## src/rtl/hp_slot_pkg.sv

```systemverilog
package hp_slot_pkg;

    localparam int REG_W  = 8;
    localparam int CTRL_W = 6;

    // Control field layout, bit 5 down to bit 0
    typedef struct packed {
        logic pwr;
        logic bus;
        logic s64;
        logic req64;
        logic clk;
        logic rst;
    } ctrl_t;

    localparam ctrl_t CTRL_RESET = ctrl_t'(6'h2D);

    localparam logic ADDR_CTRL = 1'b0;
    localparam logic ADDR_STAT = 1'b1;

    localparam int STAT_BUSY_BIT  = 0;
    localparam int STAT_FAULT_BIT = 1;

    typedef enum logic {SEQ_IDLE, SEQ_WAIT} seq_state_t;

    function automatic logic card_seen(input logic [1:0] det);
        return det == 2'b00;
    endfunction

    function automatic logic bus_quiet(input logic gnt, input logic fr_n, input logic ir_n);
        return gnt & fr_n & ir_n;
    endfunction

endpackage

```

## src/rtl/hp_seq.sv

```systemverilog
module hp_seq
    import hp_slot_pkg::*;
(
    input  logic clk,
    input  logic rst,
    input  logic auto_mode,
    input  logic protect_en,
    input  logic card_ok,
    input  logic wr_ctrl,
    input  logic wr_bus,
    input  logic idle_gnt,
    input  logic frame_n,
    input  logic irdy_n,
    output logic busy,
    output logic bus_q,
    output logic disc_done,
    output logic conn_fail
);

    seq_state_t state;
    logic       tgt;
    logic       start;
    logic       go;

    assign start     = auto_mode & wr_ctrl & (state == SEQ_IDLE) & (wr_bus != bus_q);
    assign go        = (state == SEQ_WAIT) & bus_quiet(idle_gnt, frame_n, irdy_n);
    assign disc_done = go & tgt;
    assign conn_fail = go & ~tgt & protect_en & ~card_ok;
    assign busy      = (state == SEQ_WAIT);

    always_ff @(posedge clk) begin
        if (rst) begin
            state <= SEQ_IDLE;
            tgt   <= 1'b0;
            bus_q <= 1'b0;
        end else if (start) begin
            state <= SEQ_WAIT;
            tgt   <= wr_bus;
        end else if (go) begin
            state <= SEQ_IDLE;
            if (tgt)
                bus_q <= 1'b1;
            else if (!conn_fail)
                bus_q <= 1'b0;
        end
    end

    // the request is held until the completing edge
    p_req_hold_r6: assert property (@(posedge clk) disable iff (rst)
        (busy && !bus_quiet(idle_gnt, frame_n, irdy_n)) |=> busy);

    // the bus level moves only on a completing edge
    p_bus_hold_r5: assert property (@(posedge clk) disable iff (rst)
        !go |=> $stable(bus_q));

    // a failed connect leaves the slot isolated
    p_fail_isolated_r9: assert property (@(posedge clk) disable iff (rst)
        conn_fail |=> bus_q);

endmodule

```

## src/rtl/hp_ctrl_reg.sv

```systemverilog
module hp_ctrl_reg
    import hp_slot_pkg::*;
(
    input  logic             clk,
    input  logic             rst,
    input  logic             we_ctrl,
    input  logic             we_stat,
    input  logic [REG_W-1:0] wdata,
    input  logic             keep_bus,
    input  logic             disc_done,
    input  logic             conn_fail,
    output ctrl_t            ctrl,
    output logic             fault
);

    ctrl_t nxt;
    logic  fault_clr;

    assign fault_clr = we_stat & wdata[STAT_FAULT_BIT];

    always_comb begin
        nxt = ctrl;
        if (we_ctrl) begin
            nxt = ctrl_t'(wdata[CTRL_W-1:0]);
            if (keep_bus)
                nxt.bus = ctrl.bus;
        end
        if (disc_done) begin
            nxt.pwr   = 1'b0;
            nxt.req64 = 1'b0;
            nxt.clk   = 1'b1;
        end
        if (conn_fail)
            nxt.bus = 1'b1;
    end

    always_ff @(posedge clk) begin
        if (rst) begin
            ctrl  <= CTRL_RESET;
            fault <= 1'b0;
        end else begin
            ctrl <= nxt;
            if (conn_fail)
                fault <= 1'b1;
            else if (fault_clr)
                fault <= 1'b0;
        end
    end

    // the fault flag is sticky
    p_fault_sticky_r10: assert property (@(posedge clk) disable iff (rst)
        (fault && !fault_clr) |=> fault);

    // bus bit held while a sequence runs
    p_bus_bit_kept_r11: assert property (@(posedge clk) disable iff (rst)
        (keep_bus && !conn_fail) |=> $stable(ctrl.bus));

endmodule

```

## src/rtl/hp_slot_ctrl.sv

```systemverilog
module hp_slot_ctrl
    import hp_slot_pkg::*;
#(
    parameter int DET_W = 2
) (
    input  logic             clk,
    input  logic             rst,
    input  logic             auto_mode,
    input  logic             protect_en,
    input  logic             addr,
    input  logic             wr_en,
    input  logic [REG_W-1:0] wr_data,
    output logic [REG_W-1:0] rd_data,
    input  logic [DET_W-1:0] detect,
    input  logic             idle_gnt,
    input  logic             frame_n,
    input  logic             irdy_n,
    output logic             idle_req,
    output logic             pwr_on,
    output logic             bus_off,
    output logic             clk_on,
    output logic             req64_on,
    output logic             slot_req64,
    output logic             slot_rst
);

    ctrl_t ctrl;
    logic  fault, busy, bus_q, disc_done, conn_fail, card_ok;
    logic  we_ctrl, we_stat;

    assign card_ok = card_seen(detect[1:0]);
    assign we_ctrl = wr_en & (addr == ADDR_CTRL);
    assign we_stat = wr_en & (addr == ADDR_STAT);

    hp_seq u_seq (
        .clk        (clk),
        .rst        (rst),
        .auto_mode  (auto_mode),
        .protect_en (protect_en),
        .card_ok    (card_ok),
        .wr_ctrl    (we_ctrl),
        .wr_bus     (wr_data[4]),
        .idle_gnt   (idle_gnt),
        .frame_n    (frame_n),
        .irdy_n     (irdy_n),
        .busy       (busy),
        .bus_q      (bus_q),
        .disc_done  (disc_done),
        .conn_fail  (conn_fail)
    );

    hp_ctrl_reg u_reg (
        .clk        (clk),
        .rst        (rst),
        .we_ctrl    (we_ctrl),
        .we_stat    (we_stat),
        .wdata      (wr_data),
        .keep_bus   (auto_mode & busy),
        .disc_done  (disc_done),
        .conn_fail  (conn_fail),
        .ctrl       (ctrl),
        .fault      (fault)
    );

    always_comb begin
        rd_data = '0;
        if (addr == ADDR_CTRL) begin
            rd_data[CTRL_W-1:0] = ctrl;
        end else begin
            rd_data[STAT_BUSY_BIT]  = busy;
            rd_data[STAT_FAULT_BIT] = fault;
        end
    end

    assign idle_req   = busy;
    assign pwr_on     = ctrl.pwr & (~protect_en | card_ok);
    assign bus_off    = auto_mode ? bus_q : ctrl.bus;
    assign clk_on     = ctrl.clk;
    assign req64_on   = ctrl.req64;
    assign slot_req64 = ctrl.s64;
    assign slot_rst   = ctrl.rst;

    // no power without a card while protected
    p_pwr_gate_r4: assert property (@(posedge clk) disable iff (rst)
        (protect_en && !card_ok) |-> !pwr_on);

    // reserved bits read zero
    p_rsvd_zero_r2: assert property (@(posedge clk) disable iff (rst)
        (addr == ADDR_CTRL) |-> (rd_data[7:6] == 2'b00));

    // disconnect result on the pins
    p_disc_pins_r7: assert property (@(posedge clk) disable iff (rst)
        disc_done |=> (bus_off && clk_on && !req64_on && !pwr_on));

endmodule

```

## config.mk

```make
export PLATFORM = sky130hd
export DESIGN_NAME = hp_slot_ctrl
export DESIGN_NICKNAME = d
export VERILOG_FILES = /design/src/rtl/hp_slot_pkg.sv /design/src/rtl/hp_seq.sv /design/src/rtl/hp_ctrl_reg.sv /design/src/rtl/hp_slot_ctrl.sv
export SDC_FILE = /design/constraint.sdc
export NUM_CORES = 1
export LEC_CHECK = 0
export ABC_AREA = 1
export ABC_CLOCK_PERIOD_IN_PS = 1400
export BUFFER_PORTS_ARGS = -buffer_cell sky130_fd_sc_hd__buf_4
export CORE_MARGIN = 3
export CORE_UTILIZATION = 44
export DETAILED_ROUTE_END_ITERATION = 10
export GPL_TIMING_DRIVEN = 1
export PLACE_DENSITY = 0.82
export SYNTH_ARGS = -nofsm -noshare
export SYNTH_HDL_FRONTEND = slang
export SYNTH_SLANG_ARGS = --single-unit
export TNS_END_PERCENT = 20
```

## constraint.sdc

```tcl
create_clock -name clk -period 1.4 [get_ports clk]
set_input_delay 0.28 -clock clk [delete_from_list [all_inputs] [get_ports clk]]
set_output_delay 0.28 -clock clk [all_outputs]
set_load 0.02 [all_outputs]
```

Word level (Yosys, flattened, before mapping):

Index checks and enable logic that the tools add are counted.

* $add $sub $neg: 0
* multipliers: 0
* div/mod/pow operators: 0
* order comparisons: 0
* eq/ne operators: 3
* shift-type cells: 0
* multiplexer cells: 14
* bitwise gates (word level): 22
* reduce and logical (&&, ||, !) cells: 7

Operator list (number)
* AND 1 bit: 15
* two-way mux 1 bit: 10
* nonzero test 2 bit: 4
* two-way mux 6 bit: 1
* inverter 1 bit: 6
* two-way mux 2 bit: 2
* two-way mux 4 bit: 1
* AND reduction 3 bit: 1
* zero test 2 bit: 1
* != test 2 x 1 -> 1 bit, second input constant: 1
* != test 2 bit, second input constant: 1
* AND reduction 2 bit: 1
* != test 1 bit: 1
* bitwise OR 1 bit: 1

* register bits: 10
* latch bits: 0
* memory bits (writable): 0
* bits in read-only memories: 0
* input bits: 19
* memories kept: 0

Logic depth before layout (Yosys ltp):

Gate-level depths: netlist (run 1).

* word-level depth: 8
* gate-level depth with buffers: 8

Hierarchy:

Synthesis (run 1) repeated with hierarchy kept, for this count alone.

* cells, all modules: 95
* area total of the unflattened synthesis: 611.8 µm²

Modules (own cells, without submodules)
* hp_ctrl_reg: times used 1, cells an instance 38, area an instance 285.3 µm², seq. area each 140.1 µm²
* hp_seq: times used 1, cells an instance 27, area an instance 182.7 µm², seq. area each 60.1 µm²
* hp_slot_ctrl: times used 1, cells an instance 30, area an instance 143.9 µm², seq. area each 0.0 µm²

Least setup slack after synthesis (run 1):

OpenSTA, ideal clock, no wires.

* path kind: register -> output
* from: register u_seq.state, in the netlist u_seq.busy
* to: output port rd_data[0]
* arrival time: 1.066 ns
* required time: 1.120 ns
* setup slack: 0.054 ns
* cell stages (with the launch flop): 3
* cells stage by stage: dfxtp_1 > inv_2 > o21ai_0

* word-level cells in the longest chain between the ends: 1

RTL lines
* from (decl): RTL line hp_seq.sv:20 `seq_state_t state;`
* from (signal assigned): RTL line hp_seq.sv:33 `state <= SEQ_IDLE;`
* from (signal assigned): RTL line hp_seq.sv:37 `state <= SEQ_WAIT;`
* from (signal assigned): RTL line hp_seq.sv:40 `state <= SEQ_IDLE;`
* two-way mux 2 bit: RTL line hp_slot_ctrl.sv:67 `if (addr == ADDR_CTRL) begin`
* to (decl): RTL line hp_slot_ctrl.sv:13 `output logic [REG_W-1:0] rd_data,`

Every way passes these cells.

Worst setup path after layout (run 1):

Same ends and word-level chain as after synthesis.

==> results of run 1 <==
[sequential cells by signal, summed over array words and instances, names as in the netlist]
register / count
u_reg.fault: 1
u_seq.tgt: 1
u_reg.ctrl: 6
u_seq.bus_q: 1
u_seq.busy: 1
[layer usage]
layer,global-route usage [%],part of all wire [%],up-vias
li1,-,-,330
met1,20.1,40,282
met2,32.0,49,28
met3,4.72,8.1,5
met4,7.45,2.4,0
met5,0,0,-
[layout make-up]
| cell class | instances | area [um2] | share of cell area [%] |
|---|---|---|---|
| Multi-Input combinational cell | 60 | 327 | 38.4 |
| Timing Repair Buffer | 29 | 218 | 25.6 |
| Sequential cell | 10 | 200 | 23.5 |
| Inverter | 14 | 52.6 | 6.18 |
| Clock buffer | 4 | 36.3 | 4.26 |
| Tap cell | 14 | 17.5 | 2.06 |
[kinds of logic (layout without fill, tap and decap cells)]
family	Yosys count	count (layout)
simple gates	48	48
buf+inv	16	47
compound gates	10	10
flops	10	10
other cells	1	2
[metrics by stage]
stage / area, um2 / hold slack [ns]
after global placement: 815 / 0.454
after global routing: 851 / 0.217
final: 851 / 0.204
after detailed placement: 815 / 0.458
after floorplan: 594 / 0.349
after CTS: 851 / 0.207
[path summary, 6_finish.rpt]
path | startpoint | endpoint
worst max-delay path | u_seq.busy$_SDFFE_PP0P_ | rd_data[0]
worst min-delay path | wr_data[0] | u_reg.ctrl[0]$_SDFFE_PP1N_
worst max register to register | u_seq.busy$_SDFFE_PP0P_ | u_reg.ctrl[2]$_SDFFE_PP1P_
worst min register to register | u_reg.fault$_SDFFE_PP0P_ | u_reg.fault$_SDFFE_PP0P_
[synthesized netlist by cell type]
| cell type | n | area [um2] |
|---|---|---|
| inv_2 | 4 | 15.0 |
| nand3_4 | 1 | 17.5 |
| nand3_2 | 1 | 10.0 |
| nand3_1 | 11 | 55.1 |
| nor2_1 | 6 | 22.5 |
| buf_4 | 2 | 15.0 |
| nor2_4 | 2 | 22.5 |
| conb_1 | 1 | 3.75 |
| dfxtp_1 | 10 | 200 |
| inv_1 | 10 | 37.5 |
| o21ai_1 | 1 | 5.00 |
| nand2_8 | 1 | 20.0 |
| a21oi_1 | 4 | 20.0 |
| nand2_4 | 2 | 22.5 |
| o211ai_1 | 1 | 7.51 |
| o21ai_0 | 2 | 10.0 |
| nand4_1 | 1 | 6.26 |
| nand2_1 | 23 | 86.3 |
| o21a_1 | 1 | 7.51 |
| a31oi_1 | 1 | 6.26 |
[worst min-delay path, cell delays in order]
cell and delay (ns):
buf_4 0.07, nand2_1 0.04, nand3_1 0.05
[power breakdown]
part           switching [mW]  internal, mW
clock network           0.104         0.158
registers             0.00854         0.298
logic                   0.105        0.0842
[repair_timing]
action                                 4_1_cts  5_1_grt
setup endpoints to repair                    0        1
endpoints found under the hold margin        0        0
resized for setup                            0        1
==> flow_summary.yaml, run 1 <==
min_path:
  hold_path_cells: 3
  hold_class: "in2reg"
cts:
  ctsHoldBuffers: 0
  max-clock-path-buffers: 2
  cts.htree.levels: 1
  cts_tree: "yes"
  cts_root_buf: "clkbuf_4"
  worst_skew_pair.late_latency_ns: 0.27
  clock_sink_count: 10
  cts_inserted_buffers: 3
  worst_setup_hold_path_clk_slew_ns: 0.07
  cts_post_setup_buffers_inserted: 0
yosys:
  syn-instance-count: 85
  simple_logic_cell_fraction_of_the_synthesized_area_pct: 44.5
  synth.mux.area_fraction_pct: 0
  synth_area_per_cell_um2: 6.95
  synthAdderAreaFrac_pct: 0
  yosys.area_share.xor_xnor_pct: 0
  synth_top_family_by_area: "simple AND/OR/NAND/NOR gates"
  yosysUniqueCellTypes: 20
  synth_area_in_compound_gates_pct: 9.53
  post_synth_instance_area_um2: 591
  synth.ff_latch_count: 10
  synth_warnings: 0
  part_of_the_yosys_area_used_for_sequential_elements_pct: 33.9
grt:
  antenna_found_initial: 0
  grt_overflow: 0
  globalRouteTotalUtil_pct: 18.2
  grt_max_degree: 8
  grt_pass1_wl_um: 2530
  first_global_vias: 618
critical_path:
  timing.critical_path.arrival_ns: 1.02
  critical_path_class: "reg2out"
  startpoint_type: "flip-flop"
  cp.required_ns: 1.12
  worstPathMaxFanout: 4
  slowest_delay_ns: 0.38
  slowest_stage_cell_on_the_critical_path: "dfxtp_1"
  ff2ff_setup_slack_ns: 0.36
  reg2regPathDepth: 5
  critical_path_buf_inv_count: 2
  path_depth: 3
  critical_path.cell_chain: "inv_2 > o21ai_1 > buf_4"
  critical_path.endpoint_type: "primary output"
  crit_family: "flip-flops"
die:
  die_height_um: 42.6
  core_area_mm2: 0.00119
  die-area_mm2: 0.00182
  die_width_um: 42.6
  top_level_ports: 34
  fp-row-count: 12
  initial_core_util_pct: 49.8
pwr:
  power.leakage_nw: 0.439
  power_density_mw_per_mm2: 890
  max-vdd-ir-drop_mv: 0.569
  total_design_power_mw: 0.757
placement:
  dpl_worst_slack_ns: 0.277
  gpl.final_weighted_congestion: 0.794
  port_buffers: 29
  place.detailed.instances: 127
  dp_hpwl_um: 1160
detailed_routing:
  vias: 645
  route.antenna.remaining_nets: 0
  drt-wirelength-per-cell_um: 11.2
  drt_pre_antenna_iters: 4
  vias_per_cell: 4.92
  totalWireLength_um: 1470
  drc: 0
  first_iter_violations: 16
sta:
  hold_violations: 0
  achievable-frequency_mhz: 769
  rsz0062_at_grt: "false"
  setup_violations: 0
  timing.final.ws_setup_ns: 0.0989
  slew_violations: 0
  timing.final.crit_share_pct: 92.9
  finalSetupTns_ns: 0
  clock-skew-final_ns: 0.000591
  timing.final.crit_period_ns: 1.30
layout:
  finalCoreUtilization_pct: 71.7
  number_of_fill_cells: 101
  area_growth_syn_to_layout_pct: 44.1
  layout.cells.most_common_list: "buf_4 (29), nand2_1 (23), nand3_1 (11), inv_1 (10), dfxtp_1 (10)"
  number_of_antenna_cells_inserted: 0
  layout_commonest_cell: "buf_4"
  finalNonFillerCells: 131
  post_route_cells_drive_above_1_share_pct: 37.6
  final_nets: 137
status:
  outcome: "finished clean"
job:
  drv.max_cap_violation_count: 0
Power figures use the tool's default switching activity.
==> run 2: changes to the inputs <==
--- a/config.mk
+++ b/config.mk
@@ -12,7 +12,8 @@
 export CORE_UTILIZATION = 44
 export DETAILED_ROUTE_END_ITERATION = 10
 export GPL_TIMING_DRIVEN = 1
-export PLACE_DENSITY = 0.82
+export PLACE_DENSITY = 0.8
+export RECOVER_POWER = 25
 export SYNTH_ARGS = -nofsm -noshare
 export SYNTH_HDL_FRONTEND = slang
 export SYNTH_SLANG_ARGS = --single-unit
==> flow_summary.yaml, run 2 (synthesized netlist as in run 1, its figures left out) <==
cts:
  worst_setup_hold_path_clk_slew_ns: 0.06
  worst_skew_pair.late_latency_ns: 0.26
  ctsHoldBuffers: 0
  max-clock-path-buffers: 2
  cts.htree.levels: 1
  cts_root_buf: "clkbuf_4"
  cts_tree: "yes"
  clock_sink_count: 10
  cts_inserted_buffers: 3
layout:
  largest_register: "u_reg.ctrl"
  finalCoreUtilization_pct: 69.3
  post_route_cells_drive_above_1_share_pct: 32.8
  layout_commonest_cell: "buf_4"
  layout.cells.most_common_list: "buf_4 (29), nand2_1 (23), inv_1 (13), nand3_1 (11), dfxtp_1 (10)"
  flip_flop_count_of_the_largest_register_after_layout: 6
  number_of_antenna_cells_inserted: 0
  area_growth_syn_to_layout_pct: 39.2
  final_nets: 137
sta:
  timing.final.crit_period_ns: 1.28
  rsz0062_at_grt: "false"
  achievable-frequency_mhz: 782
  timing.final.crit_share_pct: 91.4
  slew_violations: 0
  clock-skew-final_ns: 0.00220
  hold_violations: 0
  finalSetupTns_ns: 0
  timing.final.ws_setup_ns: 0.121
  setup_violations: 0
critical_path:
  slowest_stage_cell_on_the_critical_path: "dfxtp_1"
  critical_path.cell_chain: "inv_1 > o21ai_1 > buf_4"
  ff2ff_setup_slack_ns: 0.19
  critical_path_class: "reg2out"
  crit_family: "flip-flops"
  r2r-end: "u_reg.ctrl[5]$_SDFFE_PP1P_"
  reg2regPathDepth: 5
  cp.required_ns: 1.12
  critical_path_buf_inv_count: 2
  regToRegStartpoint: "u_seq.busy$_SDFFE_PP0P_"
  worstPathMaxFanout: 4
  slowest_delay_ns: 0.37
  critical_path.endpoint_type: "primary output"
  path_depth: 3
  startpoint_type: "flip-flop"
  timing.critical_path.arrival_ns: 1.00
min_path:
  hold_path_cells: 2
  hold_class: "in2reg"
  holdPathEnd: "u_reg.fault$_SDFFE_PP0P_"
  hold_path.startpoint: "rst"
grt:
  grt_max_degree: 8
  grt_overflow: 0
  globalRouteTotalUtil_pct: 16.2
  antenna_found_initial: 0
  grt_pass1_wl_um: 2300
  first_global_vias: 572
detailed_routing:
  vias_per_cell: 4.85
  first_iter_violations: 19
  vias: 630
  drt_pre_antenna_iters: 4
  route.antenna.remaining_nets: 0
  drc: 0
  totalWireLength_um: 1410
  drt-wirelength-per-cell_um: 10.8
die:
  die-area_mm2: 0.00182
  core_area_mm2: 0.00119
  die_width_um: 42.6
  die_height_um: 42.6
  fp-row-count: 12
  initial_core_util_pct: 49.8
  top_level_ports: 34
pwr:
  max-vdd-ir-drop_mv: 0.480
  total_design_power_mw: 0.683
  power_density_mw_per_mm2: 831
  power.leakage_nw: 0.434
job:
  drv.max_cap_violation_count: 0
placement:
  dp_hpwl_um: 1150
  port_buffers: 29
  dpl_worst_slack_ns: 0.280
  gpl.final_weighted_congestion: 0.765
status:
  outcome: "finished clean"
[run 2: cell types whose count changed in the layout (fill, tap and decap cells not counted), sizes merged]
cell and delta:
clkbuf -1
[run 2: worst max path at each step]
stage / start / end / slack [ns]
6_report: u_seq.busy$_SDFFE_PP0P_ / rd_data[0] / 0.12
5_1_grt: u_seq.busy$_SDFFE_PP0P_ / rd_data[0] / 0.03
4_1_cts: u_seq.busy$_SDFFE_PP0P_ / rd_data[0] / 0.07
3_5_place_dp: addr / u_reg.ctrl[4]$_SDFFE_PP0P_ / 0.28
3_3_place_gp: addr / u_reg.ctrl[4]$_SDFFE_PP0P_ / 0.28
2_1_floorplan: u_seq.busy$_SDFFE_PP0P_ / rd_data[0] / 0.05
[run 2: timing repair]
action,4_1_cts,5_1_grt
setup buffers,0,0
gates resized for setup,0,1
endpoints found under the setup margin,0,1
[run 2: power by group]
| group | internal (mW) | total (mW) | switching [mW] |
|---|---|---|---|
| clock | 0.0992 | 0.194 | 0.0952 |
| sequential | 0.298 | 0.306 | 0.00807 |
| combinational | 0.0830 | 0.183 | 0.0997 |
[run 2: final cells by class]
class	count	area [um2]
Clock buffer	3	22.5
Fill cell	111	364
Inverter	14	52.6
Multi-Input combinational cell	60	312
Sequential cell	10	200
Tap cell	14	17.5
Timing Repair Buffer	29	218
[run 2: stage by stage]
stage | hold slack [ns] | cell area [um2] | instances
floorplan | 0.349 | 594 | 86
global placement | 0.454 | 815 | 127
detailed placement | 0.470 | 815 | 127
CTS | 0.211 | 837 | 130
global route | 0.215 | 822 | 130
finish | 0.215 | 822 | 130
[run 2: routing by layer]
| layer | track usage, % | part of all wire (%) | vias to the layer above |
|---|---|---|---|
| met2 | 27.2 | 45 | 23 |
| met1 | 19.1 | 45 | 276 |
| met3 | 3.43 | 8.3 | 4 |
| met5 | 0 | 0 | - |
| met4 | 7.45 | 1.6 | 0 |
| li1 | - | - | 327 |
[run 2: worst register-to-register path, cell delays in order, from the launching register on]
cell     delay, ns
dfxtp_1       0.37
inv_1         0.09
nor2_1        0.27
nand2_1       0.19
nand3_1       0.10
nand3_1       0.07
